### src/rtl/exc_pkg.sv
// Shared definitions for the exception entry sequencer.
// Assumes a 16-bit status word with the trace, supervisor and
// interrupt-mask fields at the positions below.
package exc_pkg;

    localparam int SR_W        = 16;
    localparam int SR_T_BIT    = 15;
    localparam int SR_S_BIT    = 13;
    localparam int SR_MASK_LO  = 8;
    localparam int SR_MASK_W   = 3;
    localparam int LONG_BYTES  = 4;
    localparam int WORD_BYTES  = 2;
    localparam int RESET_PC_AT = 4;

    typedef enum logic [2:0] {
        ST_IDLE,
        ST_PUSH_PC,
        ST_PUSH_SR,
        ST_LOAD_SP,
        ST_LOAD_PC,
        ST_FINISH
    } exc_state_e;

endpackage

### src/rtl/exc_status_ctl.sv
// Status word unit: on capture it keeps an untouched snapshot of the
// incoming status word and forms the live word with supervisor on,
// trace off, and for reset the interrupt mask at its maximum.
// Assumes capture_i is a single-cycle strobe from the sequencer.
module exc_status_ctl
    import exc_pkg::*;
(
    input  logic            clk,
    input  logic            rst_n,
    input  logic            capture_i,
    input  logic            reset_entry_i,
    input  logic [SR_W-1:0] sr_i,
    output logic [SR_W-1:0] sr_copy_o,
    output logic [SR_W-1:0] sr_live_o
);

    logic [SR_W-1:0] sr_mod;

    // Form the modified status word from the incoming one.
    always_comb begin
        sr_mod = sr_i;
        sr_mod[SR_S_BIT] = 1'b1;
        sr_mod[SR_T_BIT] = 1'b0;
        if (reset_entry_i) begin
            sr_mod[SR_MASK_LO +: SR_MASK_W] = '1;
        end
    end

    // Register the snapshot and the live word on capture.
    always_ff @(posedge clk) begin
        if (!rst_n) begin
            sr_copy_o <= '0;
            sr_live_o <= '0;
        end else if (capture_i) begin
            sr_copy_o <= sr_i;
            sr_live_o <= sr_mod;
        end
    end

    a_r2_super_on_trace_off: assert property (@(posedge clk) disable iff (!rst_n)
        capture_i |=> (sr_live_o[SR_S_BIT] && !sr_live_o[SR_T_BIT]));

    a_r6_mask_raised: assert property (@(posedge clk) disable iff (!rst_n)
        (capture_i && reset_entry_i) |=> (sr_live_o[SR_MASK_LO +: SR_MASK_W] == '1));

    a_r4_copy_untouched: assert property (@(posedge clk) disable iff (!rst_n)
        capture_i |=> (sr_copy_o == $past(sr_i)));

endmodule

### src/rtl/exc_stack_ptr.sv
// Supervisor stack pointer register. It can be loaded with a new value
// or stepped down by a longword or a word. The pre-decremented
// addresses are offered combinationally so a push can use them
// before the step is committed.
// Assumes at most one of load/step is active in a cycle.
module exc_stack_ptr
    import exc_pkg::*;
#(
    parameter int AW = 32
) (
    input  logic          clk,
    input  logic          rst_n,
    input  logic          load_i,
    input  logic [AW-1:0] load_val_i,
    input  logic          step_long_i,
    input  logic          step_word_i,
    output logic [AW-1:0] sp_o,
    output logic [AW-1:0] sp_minus_long_o,
    output logic [AW-1:0] sp_minus_word_o
);

    localparam logic [AW-1:0] LONG_STEP = AW'(LONG_BYTES);
    localparam logic [AW-1:0] WORD_STEP = AW'(WORD_BYTES);

    // Pre-decremented addresses for the next push.
    always_comb begin
        sp_minus_long_o = sp_o - LONG_STEP;
        sp_minus_word_o = sp_o - WORD_STEP;
    end

    // Stack pointer register update.
    always_ff @(posedge clk) begin
        if (!rst_n) begin
            sp_o <= '0;
        end else if (load_i) begin
            sp_o <= load_val_i;
        end else if (step_long_i) begin
            sp_o <= sp_minus_long_o;
        end else if (step_word_i) begin
            sp_o <= sp_minus_word_o;
        end
    end

    a_r3_long_step: assert property (@(posedge clk) disable iff (!rst_n)
        (step_long_i && !load_i) |=> (sp_o == $past(sp_o) - LONG_STEP));

    a_r4_word_step: assert property (@(posedge clk) disable iff (!rst_n)
        (step_word_i && !load_i && !step_long_i) |=> (sp_o == $past(sp_o) - WORD_STEP));

endmodule

### src/rtl/exc_fsm.sv
// Sequencing state machine for exception entry. It accepts a start
// only when idle, then walks through the stack pushes (normal entry) or
// the stack pointer fetch (reset entry), then the vector fetch and a
// one-cycle completion state. Each memory step waits for its ready.
module exc_fsm
    import exc_pkg::*;
(
    input  logic clk,
    input  logic rst_n,
    input  logic start_i,
    input  logic reset_entry_i,
    input  logic wr_ready_i,
    input  logic rd_ready_i,
    output logic capture_o,
    output logic push_pc_fire_o,
    output logic push_sr_fire_o,
    output logic load_sp_fire_o,
    output logic load_pc_fire_o,
    output logic wr_valid_o,
    output logic wr_long_o,
    output logic rd_valid_o,
    output logic rd_zero_o,
    output logic busy_o,
    output logic done_o
);

    exc_state_e state_q, state_d;
    logic       is_rst_q;

    // Decode the handshake strobes and port requests from the state.
    always_comb begin
        capture_o      = (state_q == ST_IDLE) && start_i;
        wr_valid_o     = (state_q == ST_PUSH_PC) || (state_q == ST_PUSH_SR);
        wr_long_o      = (state_q == ST_PUSH_PC);
        rd_valid_o     = (state_q == ST_LOAD_SP) || (state_q == ST_LOAD_PC);
        rd_zero_o      = (state_q == ST_LOAD_SP);
        push_pc_fire_o = (state_q == ST_PUSH_PC) && wr_ready_i;
        push_sr_fire_o = (state_q == ST_PUSH_SR) && wr_ready_i;
        load_sp_fire_o = (state_q == ST_LOAD_SP) && rd_ready_i;
        load_pc_fire_o = (state_q == ST_LOAD_PC) && rd_ready_i;
        busy_o         = (state_q != ST_IDLE);
        done_o         = (state_q == ST_FINISH);
    end

    // Next-state selection.
    always_comb begin
        state_d = state_q;
        unique case (state_q)
            ST_IDLE:    if (start_i) state_d = reset_entry_i ? ST_LOAD_SP : ST_PUSH_PC;
            ST_PUSH_PC: if (wr_ready_i) state_d = ST_PUSH_SR;
            ST_PUSH_SR: if (wr_ready_i) state_d = ST_LOAD_PC;
            ST_LOAD_SP: if (rd_ready_i) state_d = ST_LOAD_PC;
            ST_LOAD_PC: if (rd_ready_i) state_d = ST_FINISH;
            ST_FINISH:  state_d = ST_IDLE;
            default:    state_d = ST_IDLE;
        endcase
    end

    // State and entry-kind registers.
    always_ff @(posedge clk) begin
        if (!rst_n) begin
            state_q  <= ST_IDLE;
            is_rst_q <= 1'b0;
        end else begin
            state_q <= state_d;
            if (capture_o) begin
                is_rst_q <= reset_entry_i;
            end
        end
    end

    a_r10_one_port: assert property (@(posedge clk) disable iff (!rst_n)
        !(wr_valid_o && rd_valid_o));

    a_r7_done_single: assert property (@(posedge clk) disable iff (!rst_n)
        done_o |=> (!done_o && !busy_o));

    a_r6_reset_no_write: assert property (@(posedge clk) disable iff (!rst_n)
        (busy_o && is_rst_q) |-> !wr_valid_o);

    a_r8_busy_no_capture: assert property (@(posedge clk) disable iff (!rst_n)
        busy_o |-> !capture_o);

endmodule

### src/rtl/exc_entry_seq.sv
// Exception entry sequencer top. It holds the program counter and the
// latched vector address, steers the write and read ports, and wires
// the status unit, the stack pointer and the state machine together.
// Assumes AW > VEC_W + 2 and that memory returns a longword per read.
module exc_entry_seq
    import exc_pkg::*;
#(
    parameter int AW    = 32,
    parameter int VEC_W = 8
) (
    input  logic             clk,
    input  logic             rst_n,
    input  logic             start_i,
    input  logic             reset_entry_i,
    input  logic [VEC_W-1:0] vec_num_i,
    input  logic [AW-1:0]    pc_i,
    input  logic [SR_W-1:0]  sr_i,
    input  logic [AW-1:0]    ssp_i,
    output logic             wr_valid_o,
    input  logic             wr_ready_i,
    output logic [AW-1:0]    wr_addr_o,
    output logic [AW-1:0]    wr_data_o,
    output logic             wr_long_o,
    output logic             rd_valid_o,
    input  logic             rd_ready_i,
    output logic [AW-1:0]    rd_addr_o,
    input  logic [AW-1:0]    rd_data_i,
    output logic             busy_o,
    output logic             done_o,
    output logic [AW-1:0]    pc_o,
    output logic [SR_W-1:0]  sr_o,
    output logic [AW-1:0]    ssp_o
);

    localparam int VEC_PAD = AW - VEC_W - 2;

    logic            capture;
    logic            push_pc_fire, push_sr_fire, load_sp_fire, load_pc_fire;
    logic            rd_zero;
    logic [SR_W-1:0] sr_copy;
    logic [AW-1:0]   sp_minus_long, sp_minus_word;
    logic [AW-1:0]   sp_load_val;
    logic [AW-1:0]   pc_q, vaddr_q, vaddr_d;

    exc_fsm u_fsm (
        .clk            (clk),
        .rst_n          (rst_n),
        .start_i        (start_i),
        .reset_entry_i  (reset_entry_i),
        .wr_ready_i     (wr_ready_i),
        .rd_ready_i     (rd_ready_i),
        .capture_o      (capture),
        .push_pc_fire_o (push_pc_fire),
        .push_sr_fire_o (push_sr_fire),
        .load_sp_fire_o (load_sp_fire),
        .load_pc_fire_o (load_pc_fire),
        .wr_valid_o     (wr_valid_o),
        .wr_long_o      (wr_long_o),
        .rd_valid_o     (rd_valid_o),
        .rd_zero_o      (rd_zero),
        .busy_o         (busy_o),
        .done_o         (done_o)
    );

    exc_status_ctl u_status (
        .clk           (clk),
        .rst_n         (rst_n),
        .capture_i     (capture),
        .reset_entry_i (reset_entry_i),
        .sr_i          (sr_i),
        .sr_copy_o     (sr_copy),
        .sr_live_o     (sr_o)
    );

    // Stack pointer load source: context at start, memory for reset.
    always_comb begin
        sp_load_val = capture ? ssp_i : rd_data_i;
    end

    exc_stack_ptr #(.AW(AW)) u_sp (
        .clk             (clk),
        .rst_n           (rst_n),
        .load_i          (capture || load_sp_fire),
        .load_val_i      (sp_load_val),
        .step_long_i     (push_pc_fire),
        .step_word_i     (push_sr_fire),
        .sp_o            (ssp_o),
        .sp_minus_long_o (sp_minus_long),
        .sp_minus_word_o (sp_minus_word)
    );

    // Vector table address: second reset slot, or vector number times four.
    always_comb begin
        if (reset_entry_i) begin
            vaddr_d = AW'(RESET_PC_AT);
        end else begin
            vaddr_d = {{VEC_PAD{1'b0}}, vec_num_i, 2'b00};
        end
    end

    // Program counter and vector address registers.
    always_ff @(posedge clk) begin
        if (!rst_n) begin
            pc_q    <= '0;
            vaddr_q <= '0;
        end else if (capture) begin
            pc_q    <= pc_i;
            vaddr_q <= vaddr_d;
        end else if (load_pc_fire) begin
            pc_q    <= rd_data_i;
        end
    end

    // Port steering for pushes and table reads.
    always_comb begin
        wr_addr_o = wr_long_o ? sp_minus_long : sp_minus_word;
        wr_data_o = wr_long_o ? pc_q : {{(AW-SR_W){1'b0}}, sr_copy};
        rd_addr_o = rd_zero ? '0 : vaddr_q;
        pc_o      = pc_q;
    end

    a_r9_write_held: assert property (@(posedge clk) disable iff (!rst_n)
        (wr_valid_o && !wr_ready_i) |=>
            (wr_valid_o && $stable(wr_addr_o) && $stable(wr_data_o) && $stable(wr_long_o)));

    a_r9_read_held: assert property (@(posedge clk) disable iff (!rst_n)
        (rd_valid_o && !rd_ready_i) |=> (rd_valid_o && $stable(rd_addr_o)));

    a_r5_pc_from_table: assert property (@(posedge clk) disable iff (!rst_n)
        (rd_valid_o && rd_ready_i && !rd_zero) |=> (pc_o == $past(rd_data_i)));

endmodule

### config.mk
export PLATFORM = sky130hd
export DESIGN_NAME = exc_entry_seq
export DESIGN_NICKNAME = d
export VERILOG_FILES = /design/src/rtl/exc_pkg.sv /design/src/rtl/exc_status_ctl.sv /design/src/rtl/exc_stack_ptr.sv /design/src/rtl/exc_fsm.sv /design/src/rtl/exc_entry_seq.sv
export SDC_FILE = /design/constraint.sdc
export NUM_CORES = 1
export LEC_CHECK = 0
export BUFFER_PORTS_ARGS = -buffer_cell sky130_fd_sc_hd__clkbuf_2
export CELL_PAD_IN_SITES_DETAIL_PLACEMENT = 0
export CELL_PAD_IN_SITES_GLOBAL_PLACEMENT = 1
export CORE_ASPECT_RATIO = 0.75
export CORE_MARGIN = 2
export CORE_UTILIZATION = 34
export CTS_CLUSTER_SIZE = 20
export DETAILED_ROUTE_END_ITERATION = 10
export PLACE_DENSITY = 0.91
export SLEW_MARGIN = 10
export SYNTH_ARGS = -nofsm -noshare
export SYNTH_HDL_FRONTEND = slang
export SYNTH_SLANG_ARGS = --single-unit
### constraint.sdc
create_clock -name clk -period 5.5 [get_ports clk]
set_clock_uncertainty 0.15 [all_clocks]
set_input_delay 0.55 -clock clk [delete_from_list [all_inputs] [get_ports clk]]
set_output_delay 0.55 -clock clk [all_outputs]
set_load 0.005 [all_outputs]
After elaboration in Yosys (flattened, before gate mapping)
Index checks and enable logic that the tools add are counted.
{"block": "totals", "elab_cells": 49, "register_bits": 130, "inputBits": 126, "output_inout_bits": 181}
{"block": "op_classes", "addsub": 2, "eq_ne": 10, "n_mux": 18, "reduce_logical": 13}
{"op": "32-bit two-way mux", "count": 9}
{"op": "32-bit by 2-bit subtractor with 32-bit output, second input constant", "count": 1}
{"op": "32-bit by 3-bit subtractor with 32-bit output, second input constant", "count": 1}
{"op": "3-bit two-way mux", "count": 6}
{"op": "3-bit case mux with 5 select lines", "count": 1}
{"op": "10-bit two-way mux", "count": 1}
{"op": "2-bit inequality test, second input constant", "count": 5}
{"op": "3-bit by 2-bit == test with 1-bit output, second input constant", "count": 2}
{"op": "3-bit == test, second input constant", "count": 2}
{"op": "3-bit nonzero test", "count": 2}
{"op": "1-bit logical AND", "count": 5}
{"op": "5-bit AND reduction", "count": 1}
{"op": "3-bit by 1-bit == test with 1-bit output, second input constant", "count": 1}
{"op": "3-bit zero test", "count": 1}
{"op": "1-bit logical OR", "count": 3}
{"op": "2-bit two-way mux", "count": 1}
{"op": "2-bit nonzero test", "count": 1}

Depth between registers and ports, before layout
Gate-level depths: netlist of run 1.
{"block": "logic_depth", "word_depth": 5, "ltp_mapped": 8, "depth_no_buf": 7}

By module
Synthesis of run 1 repeated with hierarchy kept, for this count alone.
{"block": "unflattened", "hier_cells": 884, "hier_area_um2": 7857.5}
{"mod": "exc_entry_seq", "cells_per_inst": 317, "instances": 1, "area_each_um2": 3385.7, "seq_area_each_um2": 800.8}
{"mod": "exc_stack_ptr", "cells_per_inst": 452, "instances": 1, "area_each_um2": 3306.9, "seq_area_each_um2": 640.6}
{"mod": "exc_status_ctl", "cells_per_inst": 80, "instances": 1, "area_each_um2": 853.3, "seq_area_each_um2": 400.4}
{"mod": "exc_fsm", "cells_per_inst": 35, "instances": 1, "area_each_um2": 311.5, "seq_area_each_um2": 60.1}

Least setup slack after synthesis of run 1
OpenSTA, ideal clock, no wires.
{"block": "synth_timing", "path_kind": "register to output", "from": "register u_sp.sp_o[8]", "to": "output port wr_addr_o[21]", "arrival_ps": 2104, "setup_slack_ps": 2696, "path_buffers": 2, "t_required_ps": 4800, "path_stages_with_launch": 8, "cell_sequence": "dfxtp_1 -> buf_6 -> or4_4 -> buf_6 -> nor4_4 -> nand3_2 -> nor3_1 -> xor2_1"}
{"block": "synth_between", "elab_chain_cells": 2, "elab_cells_between_ends": 3, "cone_classes": "add/sub: 2; mux: 1"}
{"element": "start: declaration", "line_no": "exc_stack_ptr.sv:17", "rtl": "output logic [AW-1:0] sp_o,"}
{"element": "start signal: assignment", "line_no": "exc_stack_ptr.sv:36", "rtl": "sp_o <= load_val_i;"}
{"element": "start signal: assignment", "line_no": "exc_stack_ptr.sv:38", "rtl": "sp_o <= sp_minus_long_o;"}
{"element": "start signal: assignment", "line_no": "exc_stack_ptr.sv:40", "rtl": "sp_o <= sp_minus_word_o;"}
{"element": "32-bit by 2-bit subtractor with 32-bit output / 32-bit by 3-bit subtractor with 32-bit output (equally long branches)", "line_no": "exc_stack_ptr.sv:28, exc_stack_ptr.sv:27"}
{"element": "32-bit two-way mux *", "line_no": "exc_entry_seq.sv:116", "rtl": "wr_addr_o = wr_long_o ? sp_minus_long : sp_minus_word;"}
{"element": "end: declaration", "line_no": "exc_entry_seq.sv:21", "rtl": "output logic [AW-1:0] wr_addr_o,"}
Every way passes the cells marked *; elsewhere a longest branch is shown, timed or not.

Worst setup path after layout of run 1
{"block": "layout_timing", "from": "register u_fsm.state_q[0]", "to": "output port wr_addr_o[31]"}
{"block": "layout_between", "elab_chain_cells": 2}
{"element": "start: declaration", "line_no": "exc_fsm.sv:27", "rtl": "exc_state_e state_q, state_d;"}
{"element": "start signal: assignment", "line_no": "exc_fsm.sv:65", "rtl": "state_q <= state_d;"}
{"element": "3-bit by 1-bit == test with 1-bit output", "line_no": "exc_fsm.sv:34", "rtl": "wr_long_o = (state_q == ST_PUSH_PC);"}
{"element": "32-bit two-way mux", "line_no": "exc_entry_seq.sv:116"}
Every way passes these cells.

==> out/metrics.csv, run 1 <==
metric;value;unit
outcome;finished clean;
Worst-Margin Slew;884.9;ps
worst reg2reg startpoint;u_fsm.state_q[0]$_SDFFE_PN0P_;
Synth Area per Inst;7.534;um^2
floorplan core area;17550;um^2
CP Cell Sequence;nor3b_2 > mux2i_1 > nand2_1 > nor4_2 > xor2_1 > clkbuf_2;
Worst path slowest cell;dfxtp_1;
dpl cells;1255;
share of cells above drive strength 1;0.3333;
CP Max Fanout;16;
Final HPWL DP;17690;um
first-pass iteration count of the detailed router;5;
Synth Flop Type;dfxtp_1;
Most Crowded Layer GR;met2;
max-cap violations;0;
largest stage delay on the critical path;670;ps
Ports;307;
Syn Inst Count;803;
Worst EP required;4800;ps
P per Cell Area;451.6;nW/um^2
vias in the first global route;6049;
Seq/Total Area, Yosys;0.3144;
count leader, synth;nand2_1;
Setup violations, final;0;
GRT overflow;0;
buffers added on ports;281;
TritonCTS Buffers;9;
Bufs on Longest Clock Path;2;
area delta synth->final;26.12;%
top cell type's share of synthesized area;0.3144;
GRT met1 Usage;0.3177;
number of remaining DRC errors;0;
met3 Resource Use GR;0.06392;
Clock Latency Late Sink;350;ps
die width;158.0;um
fraction of registers with async set/reset;0;
largest net degree at the start of global routing;65;
Post-synth top cells;nand2_1, dfxtp_1, a21oi_1;
nets@finish;1152;
Fin Setup TNS;0;ps
post-route antenna net violation count;0;
Max transition margin;0.3932;
Slew Viols, Final;0;
Unique masters post-synth;64;
final worst-path cycle share;0.6513;
CP Capture Type;output pin;
hold_ws;267.3;ps
global-route usage over all layers;0.2389;
largest cells by area after synthesis;dfxtp_1, nand2_1, a21oi_1;
first-pass GRT wire length;34850;um
initial detailed-routing violation count;643;
die height;119.5;um
Diodes inserted;0;
# clock sinks;95;
Setup Slack @ Placement;2339;ps
number of flops mapped to enable cells by yosys;0;
CTS tree;done;
root buffer cell;clkbuf_16;
Core Util, Final;0.4347;
fin cells;1271;
GPL Wtd Cong;0.9027;
postcts setup bufs;0;
RSZ-0062 raised after global routing;no;
critical path startpoint category;flip-flop;
Hold Startpoint;sr_i[12];
routed wire length;23530;um
routed len/inst;18.51;um
Period minus WS final;3582;ps
FP Rows;42;
die area;18890;um^2
initial antenna violation count;0;
Yosys reg bits;95;
Final Hold Fails;0;
worst min path class;input port to flip-flop;
post-synth top area cell;dfxtp_1;
critical path class;flip-flop to output pin;
Avg Vias per Cell;5.235;
GR Layer Usage met2;0.3813;
Final WS setup;1918;ps
R2R Path End;u_sp.sp_o[9]$_SDFFE_PN0P_;
Max Clk Rate;0.2792;GHz
Hold Path End;u_status.sr_copy_o[12]$_SDFFE_PN0P_;
Initial Util;0.3447;
R2R depth;5;
leakage power;3.542;nW
Resized cells post-CTS;0;
R2R Setup Slk;2340;ps
crit path DAT;2880;ps
Worst Hold Path Cells;3;
# hold bufs at CTS;0;
IR drop worst, VDD;251.4;uV
# H-tree levels;3;
Post-Syn Area;6050;um^2
Ys Warns;0;
Clk pin slew, worst setup/hold paths;80;ps
vias;6654;
[worst max-delay path: cells and delay by family (launching register included)]
kind / cells / cell delay, ps
flip-flops: 1 / 670
buffers and inverters: 1 / 130
XOR/XNOR: 1 / 170
multiplexers: 1 / 540
AND/OR/NAND/NOR: 3 / 1010
[sequential cells by signal, indices dropped and copies added, names as in the netlist]
| register | flops |
|---|---|
| vaddr_q | 8 |
| u_status.sr_live_o | 4 |
| u_fsm.state_q | 3 |
| u_sp.sp_o | 32 |
| pc_o | 32 |
| u_status.sr_copy_o | 16 |
[metal layers]
metal / vias up / routed length [um]
li1: 3205 / -
met1: 3084 / 10080
met2: 330 / 10840
met3: 35 / 2084
met4: 0 / 522
met5: - / 0
[placed cells by master, fill, tap and decap left out, types with 5 or more instances in the layout]
cell type / n
o31a_1: 8
nor2_1: 39
nor3_1: 21
mux2_2: 16
xnor2_1: 20
o2bb2ai_1: 5
and3_1: 5
nand2_1: 141
dfxtp_1: 95
conb_1: 25
buf_4: 11
xor2_1: 12
a21oi_1: 83
o21ai_0: 43
clkbuf_2: 281
inv_1: 6
mux2i_1: 10
clkbuf_16: 9
nand3b_1: 10
nor4_1: 10
a31oi_1: 34
or3_1: 11
nand3_1: 17
and2_1: 32
[report_power, final]
| part | internal [mW] | switching, mW | leakage [nW] |
|---|---|---|---|
| logic | 0.725 | 1.06 | 2.62 |
| clock network | 0.317 | 0.307 | 0.143 |
| registers | 0.829 | 0.211 | 0.782 |
[final cells by class]
class / count / area [um^2]
multi-input cells: 620 / 3628
fillers: 1882 / 9922
clock buffers: 9 / 225.2
inverters: 6 / 22.52
clock inverters: 7 / 60.06
well taps: 242 / 302.8
repair buffers: 292 / 1489
flip-flops and latches: 95 / 1902
[stage by stage]
step	power, mW	instance area (um^2)
floorplan	2.168	6140
global placement	2.815	7345
detailed placement	2.827	7345
CTS	3.463	7630
global route	3.698	7630
finish	3.446	7630
[how the worst max path moves through the flow]
stage / from / slack, ps / cells after the start / endpoint
final: u_fsm.state_q[0]$_SDFFE_PN0P_ / 1920 / 6 / wr_addr_o[31]
after detailed placement: u_sp.sp_o[2]$_SDFFE_PN0P_ / 2340 / 8 / wr_addr_o[28]
after floorplan: u_sp.sp_o[8]$_SDFFE_PN0P_ / 2700 / 7 / wr_addr_o[21]
after global placement: u_sp.sp_o[8]$_SDFFE_PN0P_ / 2400 / 6 / wr_addr_o[31]
after global routing: u_fsm.state_q[0]$_SDFFE_PN0P_ / 1680 / 6 / wr_addr_o[31]
after CTS: u_sp.sp_o[2]$_SDFFE_PN0P_ / 1950 / 8 / wr_addr_o[28]
[kinds of logic after synthesis]
family,after synthesis,synth area share
flops,95,0.3144
buf+inv,112,0.1063
compound gates,217,0.2217
xor+xnor,32,0.04633
fa+ha+maj,2,0.004136
mux,26,0.04633
simple gates,318,0.2602
other cells,1,0.0006199
No activity file was read; power rests on OpenSTA's default activity.
==> inputs of run 2 (changes only) <==
Settings changed: CORE_UTILIZATION 34 to 29, PLACE_DENSITY 0.91 to 0.83.
Clock period 5.5 ns to 2.9 ns, I/O delays scaled along.
==> out/metrics.csv, run 2 (synthesis gave the netlist of run 1 again) <==
metric;value;unit;change
worst min path class;input port to flip-flop;;
Clk pin slew, worst setup/hold paths;80;ps;about the same
Worst EP required;2460;ps;-2340 ps
initial detailed-routing violation count;471;;-27%
buffers added on ports;281;;unchanged
Worst-Margin Slew;1252;ps;+367.5 ps
die width;170.8;um;+8.1%
Setup Slack @ Placement;167.5;ps;-2171 ps
floorplan core area;20330;um^2;+16%
Slew Viols, Final;0;;unchanged
vias in the first global route;6124;;+1.2%
final worst-path cycle share;0.9777;;
# clock sinks;95;;unchanged
routed wire length;25110;um;+6.7%
Initial Util;0.2976;;-0.04704
TritonCTS Buffers;9;;unchanged
initial antenna violation count;0;;unchanged
Setup violations, final;0;;unchanged
CP Capture Type;output pin;;
die area;22040;um^2;+17%
die height;129.1;um;+8.0%
Avg Vias per Cell;5.084;;-2.9%
Fin Setup TNS;0;ps;unchanged
GPL Wtd Cong;0.8920;;-1.2%
largest net degree at the start of global routing;65;;unchanged
max-cap violations;0;;unchanged
vias;6939;;+4.3%
commonest non-fill, non-tap cell in the layout;clkbuf_2;;
Final HPWL DP;18900;um;+6.8%
FP Rows;45;;+7.1%
outcome;finished clean;;
# H-tree levels;3;;unchanged
routed len/inst;18.40;um;-0.63%
critical path class;flip-flop to output pin;;
nets@finish;1206;;+4.7%
final std cell area, no fill;8274;um^2;+8.4%
CTS tree;done;;
P per Cell Area;874.0;nW/um^2;+94%
Period minus WS final;2835;ps;
total power;7.232;mW;+110%
CP Max Fanout;5;;-11
commonest non-fill, non-tap cells in the layout;clkbuf_2, nand2_1, dfxtp_1, a21oi_1, buf_4;;
RSZ-0062 raised after global routing;yes;;
leakage power;3.832;nW;+8.2%
Max Clk Rate;0.3527;GHz;
Bufs on Longest Clock Path;2;;unchanged
Max transition margin;0.1650;;-0.2281
Final Hold Fails;0;;unchanged
share of cells above drive strength 1;0.3684;;+0.03509
post-route antenna net violation count;0;;unchanged
Diodes inserted;0;;unchanged
R2R Setup Slk;180;ps;-2160 ps
GRT overflow;0;;unchanged
dpl cells;1328;;+5.8%
first-pass iteration count of the detailed router;6;;+1
Final WS setup;64.64;ps;-1853 ps
area delta synth->final;36.77;%;
dpl cell area;7667;um^2;+4.4%
IR drop worst, VDD;288.3;uV;+15%
critical path startpoint category;flip-flop;;
number of remaining DRC errors;0;;unchanged
fin cells;1365;;+7.4%
Clock Latency Late Sink;350;ps;about the same
crit path DAT;2400;ps;-480 ps
first-pass GRT wire length;36110;um;+3.6%
root buffer cell;clkbuf_16;;
Ports;307;;unchanged
global-route usage over all layers;0.2171;;-0.02179
run 2: final timing paths:
kind,endpoint,start,depth (start not counted)
setup / recovery,wr_addr_o[25],u_sp.sp_o[10]$_SDFFE_PN0P_,6
hold reg to reg,vaddr_q[8]$_SDFFE_PN0P_,vaddr_q[8]$_SDFFE_PN0P_,2
hold / removal,pc_o[15]$_SDFFE_PN0P_,pc_i[15],3
setup reg to reg,u_sp.sp_o[29]$_SDFFE_PN0P_,u_fsm.state_q[0]$_SDFFE_PN0P_,7
run 2: final cells by class:
cell class	instances	area, um^2
clock inverter	7	87.58
tap	282	352.8
inverter	6	22.52
sequential	95	1907
fill	2142	12050
timing repair buffer	345	1948
multi-input combinational	621	3731
clock buffer	9	225.2
run 2: through the flow:
step             util  hold WS, ps
2_1_floorplan       -        276.0
3_3_place_gp   0.3772        283.3
3_5_place_dp   0.3772        291.5
4_1_cts        0.4009        3.410
5_1_grt        0.4071        23.34
6_report       0.4071        17.29
run 2: routing by layer:
metal / share of wire / GRT usage
met1: 0.43 / 0.2895
met2: 0.44 / 0.3332
met3: 0.099 / 0.07117
met4: 0.024 / 0.06838
met5: 0 / 0
run 2: repair_timing:
action                                  4_1_cts  5_1_grt
gates resized for setup                       8       23
cloned                                        1        0
pin swaps                                     2        4
endpoints found under the setup margin       15       15
hold endpoints to repair                     13        0
hold buffers                                 13        0
setup buffers                                 0        7
run 2: worst max-delay path: stages (launching register included):
cell and delay, ps:
dfxtp_1 330, or4_4 570, nor4_4 420, nand3_2 230, nor4_4 190, xor2_1 170, buf_2 130
run 2: power breakdown:
| group | leakage, nW | switching (mW) | internal [mW] |
|---|---|---|---|
| Sequential | 0.783 | 0.294 | 1.57 |
| Combinational | 2.89 | 2.32 | 1.74 |
| Clock | 0.154 | 0.604 | 0.692 |
==> inputs of run 3 (changes only) <==
Settings changed: CORE_UTILIZATION 29 to 33, SYNTH_HIERARCHICAL set to 1.
==> out/metrics.csv, run 3 <==
metric;value;unit;change
die height;137.6;um;+6.6%
share of cells above drive strength 1;0.4761;;+0.1077
floorplan core area;23180;um^2;+14%
critical path startpoint category;flip-flop;;
internal power;4.725;mW;+18%
crit path DAT;2500;ps;+100 ps
Setup violations, final;1;;+1
Syn Inst Count;884;;+10%
Final Hold Fails;0;;unchanged
Clk pin slew, worst setup/hold paths;80;ps;about the same
number of fillers in the final layout;2315;;+8.1%
hold_ws;46.46;ps;+29.17 ps
final worst-path cycle share;1.014;;+0.03605
Worst EP required;2460;ps;about the same
die width;182.2;um;+6.7%
TritonCTS Buffers;9;;unchanged
worst setup path startpoint;u_sp/sp_o[15]$_SDFFE_PN0P_;;
largest cells by area after synthesis;dfxtp_1, mux2_2, mux2_4;;
Post-Syn Area;7858;um^2;+30%
P per Cell Area;835.3;nW/um^2;-4.4%
initial detailed-routing violation count;828;;+76%
max-cap violations;0;;unchanged
root buffer cell;clkbuf_16;;
Post-synth top cells;dfxtp_1, mux2_2, nor2_1;;
Hold Startpoint;sr_i[4];;
CP Capture Type;output pin;;
GPL Wtd Cong;0.9216;;+3.3%
vias;7756;;+12%
first-pass GRT wire length;42240;um;+17%
Synth Flop Type;dfxtp_1;;
FP Rows;48;;+6.7%
GRT overflow;0;;unchanged
Fin Setup TNS;-39.90;ps;-39.90 ps
commonest non-fill, non-tap cells in the layout;clkbuf_2, dfxtp_1, mux2_2, buf_4, nand2_1;;
number of flops mapped to enable cells by yosys;0;;unchanged
sw frac;0.4449;;-0.0008383
Initial Util;0.3389;;+0.04132
outcome;finished, violations left;;
area delta synth->final;29.67;%;
worst reg2reg startpoint;u_fsm/state_q[0]$_SDFFE_PN0P_;;
leakage power;4.983;nW;+30%
Ports;307;;unchanged
RSZ-0062 raised after global routing;yes;;
nets@finish;1295;;+7.4%
Psw;3.786;mW;+17%
vias in the first global route;7133;;+16%
count leader, synth;dfxtp_1;;
buffers added on ports;281;;unchanged
Synth Area per Inst;8.889;um^2;+18%
failing checks;negative setup slack;;
Sequential Power Share;0.223;;-0.035
Clock Power Share;0.141;;-0.038
commonest non-fill, non-tap cell in the layout;clkbuf_2;;
Seq/Total Area, Yosys;0.2420;;-0.07234
largest net degree at the start of global routing;91;;+40%
Final WS setup;-39.90;ps;-104.5 ps
initial antenna violation count;0;;unchanged
post-synth top area cell;dfxtp_1;;
Comb pwr share;0.636;;+0.074
Worst-Margin Slew;656.7;ps;-595.7 ps
Clock Latency Late Sink;350;ps;about the same
first-pass iteration count of the detailed router;5;;-1
routed len/inst;19.73;um;+7.2%
# clock sinks;95;;unchanged
IR drop worst, VDD;423.5;uV;+47%
CTS tree;done;;
CP Max Fanout;3;;-2
Max Clk Rate;0.3401;GHz;-3.6%
Slew Viols, Final;0;;unchanged
# hold bufs at CTS;0;;-13
Unique masters post-synth;76;;+19%
fraction of registers with async set/reset;0;;unchanged
Final HPWL DP;22060;um;+17%
Diodes inserted;0;;unchanged
die area;25070;um^2;+14%
top cell type's share of synthesized area;0.2420;;-0.07234
global-route usage over all layers;0.2187;;+0.001601
Avg Vias per Cell;5.269;;+3.6%
worst min path class;input port to flip-flop;;
number of remaining DRC errors;0;;unchanged
Yosys reg bits;95;;unchanged
post-route antenna net violation count;0;;unchanged
critical path class;flip-flop to output pin;;
routed wire length;29040;um;+16%
Period minus WS final;2940;ps;+104.5 ps
Bufs on Longest Clock Path;2;;unchanged
# H-tree levels;3;;unchanged
Max transition margin;0.5613;;+0.3963
Ys Warns;6;;+6
[run 3: cell types whose count changed in the layout (fill, tap and decap cells not counted), sizes merged, moves of 15 or more]
cell | before | now
a31oi | 34 | 9
buf | 55 | 88
mux2 | 16 | 113
nand2 | 142 | 51
nand2b | 4 | 42
a21oi | 84 | 34
nor2b | 2 | 25
nor2 | 39 | 54
o21ai | 43 | 25
o211a | 2 | 37
xor2 | 12 | 29
[run 3: power groups by stage]
stage	logic, mW	registers, mW	clock network [mW]
finish	5.41	1.90	1.20
global route	5.79	1.94	1.30
CTS	5.00	1.88	1.25
detailed placement	4.79	1.90	0
global placement	4.76	1.89	0
floorplan	3.19	1.74	0
[run 3: repair_timing]
| item | CTS | global route |
|---|---|---|
| endpoints found under the hold margin | 0 | 0 |
| gates resized for setup | 22 | 37 |
| buffers inserted | 8 | 13 |
| pin swaps | 10 | 14 |
| endpoints found under the setup margin | 15 | 18 |
[run 3: kinds of logic (layout without fill, tap and decap cells)]
family	count (synthesis)	count (layout)	share of synthesized area
AOI/OAI and AO/OA	162	162	0.1537
xor gates and xnor gates	63	63	0.07118
buffers and inverters	136	401	0.1076
muxes	135	135	0.2043
and+or+nand+nor	289	289	0.2170
DFF	95	95	0.2420
adders and majority gates	2	2	0.003184
other	2	25	0.0009558
[run 3: worst paths after layout]
kind	end	slack, ps	cells after the start
worst max-delay path	wr_addr_o[26]	-40	7
worst max register to register	u_sp/sp_o[19]$_SDFFE_PN0P_	160	9
worst min register to register	u_status/sr_live_o[13]$_SDFFE_PN0P_	310	1
worst min-delay path	u_status/sr_copy_o[4]$_SDFFE_PN0P_	50	3
[run 3: cell type report]
class	instances	area (um^2)	area share
sequential	95	1911	0.1875
timing repair buffer	367	2138	0.2099
tap	300	375.4	0.03684
inverter	18	67.56	0.006631
clock inverter	7	60.06	0.005895
multi-input combinational	676	5411	0.5311
clock buffer	9	225.2	0.02210
[run 3: routing by layer]
layer	track usage	wire [um]	vias to the layer above
met5	0	0	-
met3	0.05472	2970	36
li1	-	-	3636
met2	0.3374	12910	419
met4	0.05421	448	0
met1	0.3049	12720	3665
[run 3: critical path, cell delays in order (launching register included)]
cell and delay (ps):
dfxtp_2 340, or4_4 540, or2_1 250, or4_4 450
nor2_4 100, xor2_1 60, mux2_4 300, buf_6 120
[run 3: stage by stage]
stage | power, mW | setup WS [ps] | util | std cells | instance area [um^2]
4_1_cts | 8.124 | -34.85 | 0.4281 | 1459 | 9923
3_5_place_dp | 6.687 | 179.4 | 0.4099 | 1435 | 9503
3_3_place_gp | 6.643 | 225.9 | 0.4099 | 1435 | 9503
6_report | 8.510 | -39.90 | 0.4395 | 1472 | 10190
2_1_floorplan | 4.924 | 41.11 | - | 907 | 7944
5_1_grt | 9.030 | -132.3 | 0.4395 | 1472 | 10190
